===== src/rtl/pcr_pkg.sv =====
package pcr_pkg;
  // Window format (fixed by the addressing scheme)
  localparam int LANE_AW = 16;
  localparam int DEV_W   = 5;
  localparam int OFS_W   = 9;
  localparam int PAGE_W  = LANE_AW - OFS_W;
  localparam int SEL_W   = DEV_W + PAGE_W;
  localparam int BUS_AW  = OFS_W + 3;

  localparam logic [BUS_AW-1:0]  WIN_SEL_OFS = 12'h800;
  localparam logic [LANE_AW-1:0] MBX_CTL     = 16'h80a0;
  localparam logic [LANE_AW-1:0] MBX_ADR     = 16'h80a1;
  localparam logic [LANE_AW-1:0] MBX_DAT     = 16'h80a2;
  localparam logic [15:0]        CMD_GO      = 16'h0001;
  localparam logic [15:0]        CMD_GO_WR   = 16'h0003;

  typedef enum logic [1:0] {S_IDLE, S_PAGE, S_ACCESS, S_WAIT} seq_state_e;

  typedef enum logic [2:0] {
    OP_POLL, OP_SET_ADDR, OP_SET_DATA, OP_KICK_RD, OP_KICK_WR, OP_GET_DATA
  } mbx_op_e;

  // Step program of a request: reads take five steps, writes four
  function automatic mbx_op_e program_op(input logic is_wr, input logic [2:0] idx);
    mbx_op_e op;
    op = OP_POLL;
    if (is_wr) begin
      case (idx)
        3'd1:    op = OP_SET_ADDR;
        3'd2:    op = OP_SET_DATA;
        3'd3:    op = OP_KICK_WR;
        default: op = OP_POLL;
      endcase
    end else begin
      case (idx)
        3'd1:    op = OP_SET_ADDR;
        3'd2:    op = OP_KICK_RD;
        3'd4:    op = OP_GET_DATA;
        default: op = OP_POLL;
      endcase
    end
    return op;
  endfunction

  function automatic logic program_last(input logic is_wr, input logic [2:0] idx);
    return is_wr ? (idx == 3'd3) : (idx == 3'd4);
  endfunction

  function automatic logic [LANE_AW-1:0] op_target(input mbx_op_e op);
    logic [LANE_AW-1:0] t;
    case (op)
      OP_SET_ADDR:              t = MBX_ADR;
      OP_SET_DATA, OP_GET_DATA: t = MBX_DAT;
      default:                  t = MBX_CTL;
    endcase
    return t;
  endfunction

  function automatic logic op_writes(input mbx_op_e op);
    return !(op == OP_POLL || op == OP_GET_DATA);
  endfunction
endpackage


===== src/rtl/pcr_window_map.sv =====
module pcr_window_map
  import pcr_pkg::*;
#(
  parameter int BUS_DW = 32
) (
  input  logic [DEV_W-1:0]   dev,
  input  logic [LANE_AW-1:0] lane_addr,
  output logic [BUS_DW-1:0]  page_word,
  output logic [BUS_AW-1:0]  tgt_ofs
);
  localparam int PAD_W = BUS_AW - OFS_W - 2;

  always_comb begin
    page_word            = '0;
    page_word[SEL_W-1:0] = {dev, lane_addr[LANE_AW-1:OFS_W]};
    tgt_ofs              = {{PAD_W{1'b0}}, lane_addr[OFS_W-1:0], 2'b00};
  end
endmodule


===== src/rtl/pcr_gap_timer.sv =====
module pcr_gap_timer #(
  parameter int GAP = 4
) (
  input  logic clk,
  input  logic rst_n,
  input  logic load,
  output logic expire
);
  localparam int CW = $clog2(GAP + 1);

  logic [CW-1:0] cnt;

  always_ff @(posedge clk or negedge rst_n) begin
    if (!rst_n)            cnt <= '0;
    else if (load)         cnt <= CW'(GAP);
    else if (cnt != '0)    cnt <= cnt - 1'b1;
  end

  assign expire = (cnt == CW'(1));

  // the sequencer never restarts the gap while one is running
  p_gap_no_reload_r6: assert property (@(posedge clk) disable iff (!rst_n)
    (cnt != '0) |-> !load);
endmodule


===== src/rtl/pcr_poll_guard.sv =====
module pcr_poll_guard #(
  parameter int LIMIT = 8
) (
  input  logic clk,
  input  logic rst_n,
  input  logic clear,
  input  logic busy_hit,
  output logic last_try
);
  localparam int CW = $clog2(LIMIT + 1);

  logic [CW-1:0] cnt;

  always_ff @(posedge clk or negedge rst_n) begin
    if (!rst_n)         cnt <= '0;
    else if (clear)     cnt <= '0;
    else if (busy_hit)  cnt <= cnt + 1'b1;
  end

  assign last_try = (cnt == CW'(LIMIT - 1));

  // no busy reading is ever taken beyond the limit
  p_poll_within_limit_r7: assert property (@(posedge clk) disable iff (!rst_n)
    busy_hit |-> (cnt < CW'(LIMIT)));
endmodule


===== src/rtl/serdes_cr_access.sv =====
module serdes_cr_access
  import pcr_pkg::*;
#(
  parameter int BUS_DW   = 32,
  parameter int CR_DW    = 16,
  parameter int POLL_GAP = 1250,
  parameter int POLL_MAX = 1000
) (
  input  logic                clk,
  input  logic                rst_n,
  input  logic                req_valid,
  output logic                req_ready,
  input  logic                req_write,
  input  logic [DEV_W-1:0]    req_dev,
  input  logic [LANE_AW-1:0]  req_addr,
  input  logic [CR_DW-1:0]    req_wdata,
  output logic                rsp_valid,
  output logic                rsp_error,
  output logic [CR_DW-1:0]    rsp_rdata,
  output logic                bus_valid,
  output logic                bus_write,
  output logic [BUS_AW-1:0]   bus_addr,
  output logic [BUS_DW-1:0]   bus_wdata,
  input  logic [BUS_DW-1:0]   bus_rdata
);
  seq_state_e          state;
  logic                is_wr;
  logic [DEV_W-1:0]    dev_q;
  logic [LANE_AW-1:0]  addr_q;
  logic [CR_DW-1:0]    wdata_q;
  logic [2:0]          idx;
  logic                rsp_valid_q, rsp_err_q;
  logic [CR_DW-1:0]    rsp_rdata_q;

  mbx_op_e             cur_op;
  logic                op_last;
  logic [LANE_AW-1:0]  tgt_lane;
  logic [BUS_DW-1:0]   page_word;
  logic [BUS_AW-1:0]   tgt_ofs;
  logic [BUS_DW-1:0]   acc_data;
  logic                in_access, is_poll, busy_bit, busy_hit;
  logic                gap_load, gap_expire, guard_clear, last_try;
  logic                unused_rdata_hi;

  assign cur_op    = program_op(is_wr, idx);
  assign op_last   = program_last(is_wr, idx);
  assign tgt_lane  = op_target(cur_op);
  assign in_access = (state == S_ACCESS);
  assign is_poll   = (cur_op == OP_POLL);
  assign busy_bit  = bus_rdata[0];
  assign busy_hit  = in_access && is_poll && busy_bit;
  assign gap_load  = busy_hit && !last_try;
  assign guard_clear = (state == S_IDLE) || (in_access && !busy_hit);
  assign unused_rdata_hi = ^bus_rdata[BUS_DW-1:CR_DW];

  pcr_window_map #(.BUS_DW(BUS_DW)) u_map (
    .dev       (dev_q),
    .lane_addr (tgt_lane),
    .page_word (page_word),
    .tgt_ofs   (tgt_ofs)
  );

  pcr_gap_timer #(.GAP(POLL_GAP)) u_gap (
    .clk    (clk),
    .rst_n  (rst_n),
    .load   (gap_load),
    .expire (gap_expire)
  );

  pcr_poll_guard #(.LIMIT(POLL_MAX)) u_guard (
    .clk      (clk),
    .rst_n    (rst_n),
    .clear    (guard_clear),
    .busy_hit (busy_hit),
    .last_try (last_try)
  );

  // Data carried by the target beat of the current step
  always_comb begin
    case (cur_op)
      OP_SET_ADDR: acc_data = BUS_DW'(addr_q);
      OP_SET_DATA: acc_data = BUS_DW'(wdata_q);
      OP_KICK_RD:  acc_data = BUS_DW'(CMD_GO);
      OP_KICK_WR:  acc_data = BUS_DW'(CMD_GO_WR);
      default:     acc_data = '0;
    endcase
  end

  always_comb begin
    bus_valid = (state == S_PAGE) || in_access;
    bus_write = (state == S_PAGE) ? 1'b1 : op_writes(cur_op);
    bus_addr  = (state == S_PAGE) ? WIN_SEL_OFS : tgt_ofs;
    bus_wdata = (state == S_PAGE) ? page_word : (op_writes(cur_op) ? acc_data : '0);
  end

  always_ff @(posedge clk or negedge rst_n) begin
    if (!rst_n) begin
      state       <= S_IDLE;
      is_wr       <= 1'b0;
      dev_q       <= '0;
      addr_q      <= '0;
      wdata_q     <= '0;
      idx         <= '0;
      rsp_valid_q <= 1'b0;
      rsp_err_q   <= 1'b0;
      rsp_rdata_q <= '0;
    end else begin
      rsp_valid_q <= 1'b0;
      case (state)
        S_IDLE: begin
          if (req_valid) begin
            is_wr       <= req_write;
            dev_q       <= req_dev;
            addr_q      <= req_addr;
            wdata_q     <= req_wdata;
            idx         <= '0;
            rsp_err_q   <= 1'b0;
            rsp_rdata_q <= '0;
            state       <= S_PAGE;
          end
        end
        S_PAGE: state <= S_ACCESS;
        S_ACCESS: begin
          if (is_poll) begin
            if (!busy_bit) begin
              idx   <= idx + 3'd1;
              state <= S_PAGE;
            end else if (last_try) begin
              rsp_valid_q <= 1'b1;
              rsp_err_q   <= 1'b1;
              state       <= S_IDLE;
            end else begin
              state <= S_WAIT;
            end
          end else if (cur_op == OP_GET_DATA) begin
            rsp_rdata_q <= bus_rdata[CR_DW-1:0];
            rsp_valid_q <= 1'b1;
            state       <= S_IDLE;
          end else if (op_last) begin
            rsp_valid_q <= 1'b1;
            state       <= S_IDLE;
          end else begin
            idx   <= idx + 3'd1;
            state <= S_PAGE;
          end
        end
        S_WAIT:  if (gap_expire) state <= S_PAGE;
        default: state <= S_IDLE;
      endcase
    end
  end

  assign req_ready = (state == S_IDLE);
  assign rsp_valid = rsp_valid_q;
  assign rsp_error = rsp_err_q;
  assign rsp_rdata = rsp_rdata_q;

  // the request port is closed in every beat cycle
  p_ready_low_in_beat_r8: assert property (@(posedge clk) disable iff (!rst_n)
    bus_valid |-> !req_ready);

  // a select beat is always followed at once by a target beat
  p_select_then_target_r2: assert property (@(posedge clk) disable iff (!rst_n)
    (bus_valid && bus_addr == WIN_SEL_OFS) |=> (bus_valid && bus_addr != WIN_SEL_OFS));

  // a target beat always follows a select beat
  p_target_after_select_r2: assert property (@(posedge clk) disable iff (!rst_n)
    (bus_valid && bus_addr != WIN_SEL_OFS) |-> $past(bus_valid && bus_addr == WIN_SEL_OFS));

  // response is a lone pulse right after a target beat
  p_rsp_single_r9: assert property (@(posedge clk) disable iff (!rst_n)
    rsp_valid |=> !rsp_valid);
  p_rsp_after_beat_r9: assert property (@(posedge clk) disable iff (!rst_n)
    rsp_valid |-> $past(bus_valid && bus_addr != WIN_SEL_OFS));

  // an error only follows a read that saw busy
  p_error_after_busy_r7: assert property (@(posedge clk) disable iff (!rst_n)
    (rsp_valid && rsp_error) |-> $past(bus_valid && !bus_write && bus_rdata[0]));
endmodule


===== config.mk =====
export PLATFORM = sky130hd
export DESIGN_NAME = serdes_cr_access
export DESIGN_NICKNAME = d
export VERILOG_FILES = /design/src/rtl/pcr_pkg.sv /design/src/rtl/pcr_window_map.sv /design/src/rtl/pcr_gap_timer.sv /design/src/rtl/pcr_poll_guard.sv /design/src/rtl/serdes_cr_access.sv
export SDC_FILE = /design/constraint.sdc
export NUM_CORES = 1
export LEC_CHECK = 0
export ABC_AREA = 1
export CAP_MARGIN = 20
export CORE_MARGIN = 5
export CORE_UTILIZATION = 35
export CTS_CLUSTER_SIZE = 10
export DETAILED_ROUTE_END_ITERATION = 12
export GPL_TIMING_DRIVEN = 0
export SKIP_CTS_REPAIR_TIMING = 1
export SLEW_MARGIN = 10
export SYNTH_ARGS = -nofsm -noshare
export SYNTH_HDL_FRONTEND = slang
export SYNTH_SLANG_ARGS = --single-unit

===== constraint.sdc =====
create_clock -name clk -period 2.38 [get_ports clk]
set_clock_uncertainty 0.05 [all_clocks]
set_input_delay 0.476 -clock clk [delete_from_list [all_inputs] [get_ports clk]]
set_output_delay 0.476 -clock clk [all_outputs]
set_load 0.05 [all_outputs]

==> summary by stage <==
Floorplanning
The die outline height is 123 um. Measured along the x axis, the die boundary spans 123 um. The initial utilization of the core area, before any placement, comes to 35.6%.

138 I/O pins were placed. The area of the die is 0.0152 mm^2. The floorplan has 41 rows.

The core region is 0.0126 mm^2.

Timing
The total negative slack for setup checks is -5.60 ns. Setup repair after global routing could not meet its margin everywhere. Once routing completed, OpenROAD measured the worst setup slack at -0.346 ns. The post-route minimum period is 2.73 ns. The worst pin sits at a relative slew slack of 57.6%. The fraction of the cycle the final worst path needs is 115%. The slew at the pin with the worst max-slew slack is 0.631 ns. Derived from the worst setup path, the maximum achievable clock frequency is 367 MHz. The final-report hold violation count was 0. Setup violations remaining at the end of the flow were counted as 19. The max-slew violation total from the final report is 0.

Final layout
In the final layout, the share of cells above drive strength 1 is 32.2%. For this run, the number of standard cells in the final layout without fillers is 849. The area growth from synthesis to layout is 49.5%. The filler cell count is 1161. The final-stage net count is 757.

The final standard cell area without fillers is 0.00671 mm^2. 0 antenna diodes ended up in the layout.

Setup path
The category of the worst setup path launch point is a flip-flop. Data on the critical path is required at its endpoint by 1.85 ns. Grouping stages by cell kind, the critical path spends the most delay in simple AND/OR/NAND/NOR gates.

The kind of critical path is flip-flop to output pin. The critical path goes through ha_4, ha_4, inv_2, nor2_2, nand3_2, nand2_4, nor2_4, clkbuf_16, nand2_4, a21oi_4, buf_6. At the worst endpoint, the arrival time is 2.20 ns. The endpoint class of the critical path is an output pin.

The slowest stage of the critical path is the dfrtp_2 cell. The stage delay of the slowest cell on the critical path is 0.46 ns. Of all nets on the critical path, the largest fanout is 7. The worst path buffer plus inverter count is 3.

Synth
The commonest cells after synthesis are nand2_1, dfrtp_1, inv_1. In the synthesized netlist the dominant register cell turns out to be dfrtp_1. Of the post-synthesis cell area, the dominant cell type holds 45.7%. After synthesis, the cell types taking the most area are dfrtp_1, nand2_1, mux2_2. The number of instances in the synthesized netlist is 518. Of the synthesized area, sequential elements account for 45.7%. The count of synthesis-stage warnings from yosys is 0. The average instance in the mapped netlist occupies 8.66 um^2. The number of flops mapped to enable cells by yosys is 0.

The cell area that synthesis handed to floorplanning was 0.00449 mm^2. Summed over all instances, the cell type with the most area after synthesis is dfrtp_1. The unique cell type count in the Yosys netlist is 32. The post-synthesis sequential element count is 82.

The leading cell type by number of instances after synthesis is nand2_1. The share of flip-flops with an asynchronous set or reset after synthesis is 100%.

Route
The detail route stage leaves a number of antenna-violating nets equal to 0. After detailed routing, the number of remaining DRC violations is 0. The number of iterations in the first detailed-routing pass is 5. The count of routing violations after the opening detailed-route iteration is 181. The number of vias per cell after detailed routing is 4.51.

Detailed routing inserted a total of 3833 vias. Dividing the detail-routed wire length by the instance count gives 13.9 um. Wires add up to 11800 um.

Run status
The checks that failed: negative setup slack. The flow ran to the end, but the final reports show violations.

Job
Max-cap violations in this run came to 0.

Placement
The congestion estimate from routability-driven global placement came to 0.876. The number of cells after detailed placement is 811. At the placement stage, the worst setup path has a slack of -0.862 ns. Buffers placed on the I/O ports in this run total 98.

After legalization and detailed placement, the total HPWL measured 8340 um. Once placement finished, the instance area stood at 0.00593 mm^2.

Global routing
The via count of the first global-routing pass came to 3663. The overall track demand over capacity in global routing is 15.2%. The first global-routing pass estimated 18200 um of wire. The largest net degree at the start of global routing is 48.

Global routing finished with a remaining overflow of 0. The initial antenna violation count came to 0.

CTS
The clock passes through at most 2 buffers. The CTS tree is done. The clock latency of the later-clocked register in the worst-skew pair is 0.34 ns. The TritonCTS sink count is 82. The clock tree root buffer cell is clkbuf_16. The H-tree generated during clock tree synthesis spans 3 levels. The clock buffer count from CTS is 9. After clock tree synthesis, the clock-pin slew on the worst setup and hold paths is 0.06 ns.

Hold path
The path type of the worst min-delay path is input pin to async pin.

Power
The analysis attributes to cell leakage a power of 3.12 nW. In this run the power density over the cells is 1180 mW/mm^2. IR analysis of the VDD net gives a maximum drop of 0.000750 V.
cells by family after synthesis:
family,Yosys count,share of synthesized area (%)
other,1,0.0836
AND/OR/NAND/NOR,245,23.7
buffers and inverters,87,10.2
adder cells (fa/ha/maj),12,3.35
XOR/XNOR,13,2.54
AO/OA/AOI/OAI,41,5.13
flip-flops,82,45.7
multiplexers,37,9.29
worst reg2reg max path, stage by stage (launching register included):
cell and delay [ns]:
dfrtp_2 0.46, ha_4 0.18, ha_4 0.15, inv_2 0.04, nor2_2 0.03, nand3_2 0.09
nand2_4 0.12, buf_4 0.17, buf_4 0.13, nor2_4 0.08, buf_4 0.15, nand3_2 0.08
buf_4 0.19, inv_2 0.08, nor3_1 0.04
power breakdown:
group	total (W)	internal (W)	switching (W)
combinational	0.00409	0.00161	0.00248
clock	0.00152	0.000949	0.000575
sequential	0.00230	0.00193	0.000373
total	0.00792	0.00449	0.00343
worst paths after layout:
kind / slack [ns] / to / from / cells past startpoint
max in group asynchronous: 1.61 / idx[1] / rst_n / 2
worst max register to register: 0.20 / u_gap.cnt[2] / idx[0] / 14
worst max-delay path: -0.35 / bus_wdata[13] / idx[0] / 11
min in group clk: 0.44 / rsp_rdata[10] / rsp_rdata[10] / 2
worst min-delay path: 0.05 / wdata_q[12] / rst_n / 1
worst min register to register: 0.44 / rsp_rdata[10] / rsp_rdata[10] / 2
cell type report:
cell class                 count  area, um^2  share of cell area, %
buffer                        41         305                   4.55
clock buffer                  10         239                   3.56
clock inverter                 6        88.8                   1.32
inverter                      46         178                   2.65
multi-input combinational    372        2370                   35.4
sequential                    82        2060                   30.6
tap                          172         215                   3.21
timing repair buffer         120        1250                   18.7
through the flow:
step	power, W	utilization [%]	hold WS, ns
3_5_place_dp	0.00600	47.0	0.426
4_1_cts	0.00756	49.6	0.0578
2_1_floorplan	0.00489	-	0.130
3_3_place_gp	0.00593	46.8	0.423
6_report	0.00792	53.2	0.0487
5_1_grt	0.00842	53.2	0.0749
placed cells by master, fill, tap and decap left out, types with 3 or more instances in the layout:
cell               n
buf_4             43
nand3_1           24
nor3_1             7
o21ai_1           17
nand2_2           31
nand3_2            3
conb_1            23
a21oi_4            9
dfrtp_1           79
buf_8              9
nor2_1            35
nand2_1          118
clkdlybuf4s50_1   73
buf_6             19
xor2_1            10
nand2_4            8
inv_2              6
mux2_2            37
nor2_4             6
xnor2_1            3
nand4_1            7
clkbuf_16         10
o21ai_0            6
ha_4               4
inv_1             38
dfrtp_2            3
ha_1               6
buf_2              7
state kept, by name, summed over array words and instances, names as in the netlist:
name / flops
dev_q: 5
state: 2
rsp_rdata: 16
u_gap.cnt: 11
addr_q: 16
idx: 3
wdata_q: 16
u_guard.cnt: 10
rsp_error: 1
rsp_valid: 1
is_wr: 1
per-layer routing:
layer  routed length [um]  up-vias  global-route usage (%)
met5                    0        -                       0
met2                 5850       80                    25.3
met1                 5140     1818                    19.9
li1                     -     1922                       -
met4                  159        0                    5.12
met3                  612       13                    2.93
(Power assumes the default switching activity.)
